$ cat src/rtl/dr_pkg.sv
// Package dr_pkg
// Shared encoding for the dual-rail adder: the pair type and helpers that
// classify a pair as null, valid or forbidden. Assumes {t,f} ordering.
package dr_pkg;

    typedef struct packed {
        logic t;   // true rail: asserted for logic 1
        logic f;   // false rail: asserted for logic 0
    } dr_pair_t;

    localparam dr_pair_t PAIR_NULL = '{t: 1'b0, f: 1'b0};

    // Encode a single-rail bit as a resolved pair.
    function automatic dr_pair_t pair_of(input logic v);
        return '{t: v, f: ~v};
    endfunction

    // A pair holds data when exactly one rail is up.
    function automatic logic pair_valid(input dr_pair_t p);
        return p.t ^ p.f;
    endfunction

    // Both rails up is an illegal code.
    function automatic logic pair_bad(input dr_pair_t p);
        return p.t & p.f;
    endfunction

endpackage

$ cat src/rtl/dr_bit_cell.sv
// Module dr_bit_cell
// Combinational full-adder slice in split-rail form. Operands are single
// rail; carry-in, sum and carry-out are dual-rail pairs. Assumes the
// carry-in pair is never 11. A null carry-in keeps the sum null, and it
// keeps the carry-out null unless a equals b (generate or kill).
module dr_bit_cell
    import dr_pkg::*;
(
    input  logic     a,
    input  logic     b,
    input  dr_pair_t cin,
    output dr_pair_t sum,
    output dr_pair_t cout
);

    logic prop;   // a and b differ: carry passes through

    // Purpose: classify the position as propagate or not.
    always_comb begin
        prop = a ^ b;
    end

    // Purpose: sum rails, each steered by one carry rail.
    always_comb begin
        sum.t = (prop & cin.f) | (~prop & cin.t);
        sum.f = (prop & cin.t) | (~prop & cin.f);
    end

    // Purpose: carry rails; generate/kill resolve without the carry-in.
    always_comb begin
        cout.t = (a & b)   | (prop & cin.t);
        cout.f = (~a & ~b) | (prop & cin.f);
    end

endmodule

$ cat src/rtl/dr_reduce_tree.sv
// Module dr_reduce_tree
// Balanced binary reduction over LANES inputs, built as a heap-ordered
// node array. USE_AND selects an AND tree (completion) or an OR tree
// (fault gathering); unused leaves are padded with the identity value.
module dr_reduce_tree #(
    parameter int LANES   = 9,
    parameter bit USE_AND = 1'b1
) (
    input  logic [LANES-1:0] lane,
    output logic             result
);

    localparam int LEAVES = (LANES < 2) ? 2 : (1 << $clog2(LANES));
    localparam int NODES  = 2 * LEAVES - 1;
    localparam logic PAD  = USE_AND;

    logic [NODES-1:0] node;

    // Purpose: fill leaves, then fold internal nodes from the bottom up.
    always_comb begin
        node = '0;
        for (int i = 0; i < LEAVES; i++) begin
            node[LEAVES - 1 + i] = (i < LANES) ? lane[i] : PAD;
        end
        for (int k = LEAVES - 2; k >= 0; k--) begin
            if (USE_AND) begin
                node[k] = node[2*k + 1] & node[2*k + 2];
            end else begin
                node[k] = node[2*k + 1] | node[2*k + 2];
            end
        end
    end

    // Purpose: present the root.
    always_comb begin
        result = node[0];
    end

endmodule

$ cat src/rtl/dr_ripple_adder.sv
// Module dr_ripple_adder
// WIDTH-bit dual-rail ripple adder with completion. Each bit slice's sum
// and carry-out pairs are registered, so a propagate run advances one bit
// per clock. While go is low every pair is held at null. done is the
// AND of the sum valids and the final carry valid. err is a sticky OR of
// forbidden codes in the registered pairs.
// Assumes a, b and cin are stable while go is high.
module dr_ripple_adder
    import dr_pkg::*;
#(
    parameter int WIDTH = 8
) (
    input  logic             clk,
    input  logic             rst_n,
    input  logic             go,
    input  logic [WIDTH-1:0] a,
    input  logic [WIDTH-1:0] b,
    input  logic             cin,
    output logic [WIDTH-1:0] sum_t,
    output logic [WIDTH-1:0] sum_f,
    output logic             cout_t,
    output logic             cout_f,
    output logic [WIDTH-1:0] sum,
    output logic             cout,
    output logic             done,
    output logic             err
);

    localparam int DONE_LANES = WIDTH + 1;
    localparam int BAD_LANES  = 2 * WIDTH;

    dr_pair_t                  carry_in0;
    dr_pair_t [WIDTH-1:0]      cell_cin;
    dr_pair_t [WIDTH-1:0]      cell_sum;
    dr_pair_t [WIDTH-1:0]      cell_cout;
    dr_pair_t [WIDTH-1:0]      sum_q;
    dr_pair_t [WIDTH-1:0]      carry_q;
    logic     [DONE_LANES-1:0] valid_vec;
    logic     [BAD_LANES-1:0]  bad_vec;
    logic                      all_valid;
    logic                      any_bad;
    logic                      err_q;

    // Purpose: admit the external carry only once go is high.
    always_comb begin
        carry_in0 = go ? pair_of(cin) : PAIR_NULL;
    end

    // Slices: each takes its carry from the register of the slice below.
    for (genvar i = 0; i < WIDTH; i++) begin : g_slice
        if (i == 0) begin : g_lsb
            assign cell_cin[i] = carry_in0;
        end else begin : g_upper
            assign cell_cin[i] = carry_q[i-1];
        end

        dr_bit_cell u_cell (
            .a    (a[i]),
            .b    (b[i]),
            .cin  (cell_cin[i]),
            .sum  (cell_sum[i]),
            .cout (cell_cout[i])
        );
    end

    // Purpose: capture slice outputs; reset or idle forces every pair to null.
    always_ff @(posedge clk) begin
        if (!rst_n) begin
            sum_q   <= '0;
            carry_q <= '0;
        end else if (!go) begin
            sum_q   <= '0;
            carry_q <= '0;
        end else begin
            sum_q   <= cell_sum;
            carry_q <= cell_cout;
        end
    end

    // Purpose: gather per-pair valid and forbidden flags for the trees.
    always_comb begin
        for (int i = 0; i < WIDTH; i++) begin
            valid_vec[i]         = pair_valid(sum_q[i]);
            bad_vec[i]           = pair_bad(sum_q[i]);
            bad_vec[WIDTH + i]   = pair_bad(carry_q[i]);
        end
        valid_vec[WIDTH] = pair_valid(carry_q[WIDTH-1]);
    end

    dr_reduce_tree #(
        .LANES   (DONE_LANES),
        .USE_AND (1'b1)
    ) u_done_tree (
        .lane   (valid_vec),
        .result (all_valid)
    );

    dr_reduce_tree #(
        .LANES   (BAD_LANES),
        .USE_AND (1'b0)
    ) u_bad_tree (
        .lane   (bad_vec),
        .result (any_bad)
    );

    // Purpose: latch any forbidden code until reset.
    always_ff @(posedge clk) begin
        if (!rst_n) begin
            err_q <= 1'b0;
        end else begin
            err_q <= err_q | any_bad;
        end
    end

    // Purpose: split the registered pairs onto the output rails.
    always_comb begin
        for (int i = 0; i < WIDTH; i++) begin
            sum_t[i] = sum_q[i].t;
            sum_f[i] = sum_q[i].f;
        end
        cout_t = carry_q[WIDTH-1].t;
        cout_f = carry_q[WIDTH-1].f;
    end

    // Purpose: single-rail decode and status outputs.
    always_comb begin
        sum  = sum_t;
        cout = cout_t;
        done = all_valid;
        err  = err_q;
    end

endmodule

$ cat config.mk
export PLATFORM = sky130hd
export DESIGN_NAME = dr_ripple_adder
export DESIGN_NICKNAME = d
export VERILOG_FILES = /design/src/rtl/dr_pkg.sv /design/src/rtl/dr_bit_cell.sv /design/src/rtl/dr_reduce_tree.sv /design/src/rtl/dr_ripple_adder.sv
export SDC_FILE = /design/constraint.sdc
export NUM_CORES = 1
export LEC_CHECK = 0
export BUFFER_PORTS_ARGS = -buffer_cell sky130_fd_sc_hd__buf_2
export CORE_MARGIN = 2
export CORE_UTILIZATION = 45
export CTS_CLUSTER_DIAMETER = 150
export CTS_CLUSTER_SIZE = 40
export DETAILED_ROUTE_END_ITERATION = 7
export GPL_ROUTABILITY_DRIVEN = 1
export HOLD_SLACK_MARGIN = 0.06
export PLACE_DENSITY = 0.68
export SYNTH_ARGS = -nofsm -noshare
export SYNTH_HDL_FRONTEND = slang
export SYNTH_SLANG_ARGS = --single-unit
$ cat constraint.sdc
create_clock -name clk -period 3.3 [get_ports clk]
set_clock_uncertainty 0.2 [all_clocks]
set_input_delay 0.33 -clock clk [delete_from_list [all_inputs] [get_ports clk]]
set_output_delay 0.33 -clock clk [all_outputs]
set_load 0.02 [all_outputs]
==> run summary <==
The routed wirelength normalized by instance count came out at 11.3 µm. The headroom to the max-slew limit came out at 35.3%. After the last flow step, the layout net total stands at 253. STA classifies the critical path endpoint as a primary output. At the end of routability-driven placement, the weighted congestion stood at 0.844. The number of clock sinks seen by CTS was 33. Timing would allow up to 0.511 GHz. In this run the count of I/O pins placed on the die edge is 49. The analysis attributes to cell leakage a power of 1.02 nW. The clock buffer count from CTS is 5, and the remaining routing DRC violations is 0. The run gives 0 as the antenna cell count. After routing, the total negative slack on setup checks comes to 0 ns. The fraction of synthesized cell area taken by the top area cell type came out at 42.0%. The number of enable-type register cells in the synthesized netlist works out to 0. The number of H-tree branching levels was 2.

The post-route netlist has 27.4% of its cells at a drive strength greater than 1. The sequential cells in the finished layout cover a total of 661 µm². After clock tree synthesis, the clock-pin slew on the worst setup and hold paths is 0.09 ns.

Setup slack on the critical path of the routed design comes to 1.34 ns. The actual slew at the worst max-slew pin was 0.968 ns. The launching element type of the critical path is a register.

TritonCTS built the clock tree. The detailed placer's ending HPWL is 2.34 mm, and the worst ir drop on vdd is 0.000165 V. After filler insertion, the fill cell instance count of the layout stands at 332. Synthesis produced a netlist whose cell count is 164. The cell row count is 21.

The number of global-route vias before repair is 1176. Critical path class: register to primary output. Setup violations remaining at the end of the flow were counted as 0. The run gives 16.5% as the total routing usage reported by global routing. The number of nets produced by synthesis was 209; the number of gates resized after cts was 0. Data on the critical path is required at its endpoint by 2.77 ns. The logs give 5.13 mm for the global-route wire length before repair and 0.00334 mm² for the placeable core region. The post-synthesis area per instance came out at 9.59 µm². For the final hold violation count, the log shows 0. The clock latency on the worst-skew pair was 0.33 ns; the number of violations of the max-capacitance limit was 0. The multi-input combinational cells in the finished layout cover a total of 766 µm². In the synthesized netlist the dominant register cell turns out to be dfxtp_1. After layout, the worst path uses 59.3% of the clock period. The total die area is 0.00398 mm², and the number of distinct library cell variants in the gate-level netlist after synthesis is 18.

The layout-stage area growth over the synthesis result was 17.8%; the worst-case clock buffer depth was 2. Of all cell types, the one taking the most synthesized area is dfxtp_1. For this run, the number of Yosys warnings is 0. The area of all placed cells without fillers was 0.00185 mm²; the effective utilization at floorplan was 47.1%. In this run the tool buffered the top-level ports with 48 buffer cells. The flow ran to the end, and the final reports show no timing, DRC or antenna violations. In this run the worst path has a maximum fanout of 3. Setup repair after global routing left no endpoint under its margin.

Fraction of the yosys area taken by sequential cells: 42.0%. For the initial antenna violation count, the log shows 0. Worst hold-check path type: input pin to register.

In the synthesized netlist the async set-or-reset flop fraction comes to 0%. The detail route stage leaves a number of antenna-violating nets equal to 0. For this block, the initial DRC count from the detailed router was 45. Wires add up to 2.88 mm. The clock period minus final worst setup slack is 1.96 ns, and the worst-case register-to-register setup slack is 1.86 ns. The placed instances occupy a cell area of 0.00179 mm².

Among all cell types in the netlist, the one instantiated most often is dfxtp_1. The tree is rooted in a clkbuf_4. The floorplan step set the die width to 63.1 µm. The tools report the arrival time of data at the critical path endpoint as 1.43 ns.

The logs give 0 for the total overflow reported by the global router and 55.5% for the final core area utilization. Counting flops and latches in the post-synthesis netlist gives 33. The die is 63.1 µm tall.

For this block, the via count after detailed routing is 1197. For this design the ratio of total power to cell area is 401 mW/mm². The mapped netlist covers 0.00157 mm². The tools report the total iterations of the first detailed-routing run as 4. Prior to clock tree synthesis, the placed netlist has a worst setup slack of 1.64 ns. After synthesis, the cell types taking the most area are dfxtp_1 (42%), ha_1 (20%), mux2i_1 (8.9%), nor2_1 (7.4%), a21oi_1 (5.1%).

In the synthesized netlist, the cells that appear most often are dfxtp_1 (33), nor2_1 (31), ha_1 (25). The number of max-slew violations in the final report was 0. Entering global routing, the biggest net connects 33 pins. The mean number of vias per cell is 4.71.
placed cells by master (no fill, tap or decap):
| cell type | netlist | routed |
|---|---|---|
| xnor2_1 | 1 | 1 |
| inv_1 | 17 | 17 |
| clkbuf_1 | 0 | 1 |
| clkbuf_8 | 0 | 1 |
| nor4_2 | 2 | 2 |
| nand2_1 | 3 | 3 |
| nand3_1 | 1 | 1 |
| a21oi_1 | 16 | 16 |
| buf_2 | 3 | 48 |
| nand4_1 | 2 | 2 |
| ha_1 | 25 | 25 |
| nor2_1 | 31 | 31 |
| nor3_1 | 1 | 1 |
| o21a_1 | 1 | 1 |
| dlygate4sd3_1 | 0 | 1 |
| mux2i_1 | 14 | 14 |
| clkbuf_4 | 0 | 5 |
| dfxtp_1 | 33 | 33 |
| nor2b_1 | 1 | 1 |
| a22oi_1 | 3 | 3 |
| a211oi_2 | 1 | 1 |
worst max-delay path: stages (launching register included):
cell and delay [ns]:
dfxtp_1 0.33, ha_1 0.30, nand4_1 0.10, nor3_1 0.18, buf_2 0.19
report_power, final:
part	internal [mW]	switching, mW	leakage, nW
registers	0.410	0.0106	0.268
logic	0.0456	0.0558	0.722
clock network	0.100	0.121	0.0314
registers in the layout (all words and copies together) (netlist names):
name     flops
err          1
sum_f        8
cout         1
sum          8
cout_f       1
carry_q     14
cell type report:
cell class	instances	area share [%]
clock buffer	7	2.97
tap	46	3.11
multi-input combinational	102	41.3
timing repair buffer	49	13.5
inverter	17	3.44
sequential	33	35.7
logic make-up after synthesis:
group                    count (synthesis)  synth area share [%]
AND/OR/NAND/NOR                         41                  11.5
buffers and inverters                   29                  9.31
AO/OA/AOI/OAI                           21                  7.80
adder cells (fa/ha/maj)                 25                  19.9
XOR/XNOR                                 1                 0.557
multiplexers                            14                  8.91
flip-flops                              33                  42.0
path summary, 6_finish.rpt:
check	startpoint	to	depth (start not counted)
worst max register to register	sum_f[6]	err	4
worst min-delay path	cin	carry_q[1]	3
worst min register to register	carry_q[2]	carry_q[4]	2
worst max-delay path	sum[3]	done	4
timing repair:
item,4_1_cts,5_1_grt
hold buffers,1,0
hold endpoints to repair,1,0
buffers inserted,0,0
metrics by stage:
step                power [mW]  cells  hold slack (ns)
CTS                      0.749    254           0.0793
global route             0.785    254           0.0907
global placement         0.528    246            0.332
detailed placement       0.531    246            0.336
finish                   0.743    254           0.0873
floorplan                0.501    164            0.247
layer usage:
metal  vias to the layer above  share of wire, %  track usage [%]
met2                        36                47             27.3
met3                         6               5.9             5.71
li1                        620                 -                -
met4                         0               1.8             6.67
met1                       535                45             19.6
met5                         -                 0                0
Power figures use the tool's default switching activity.
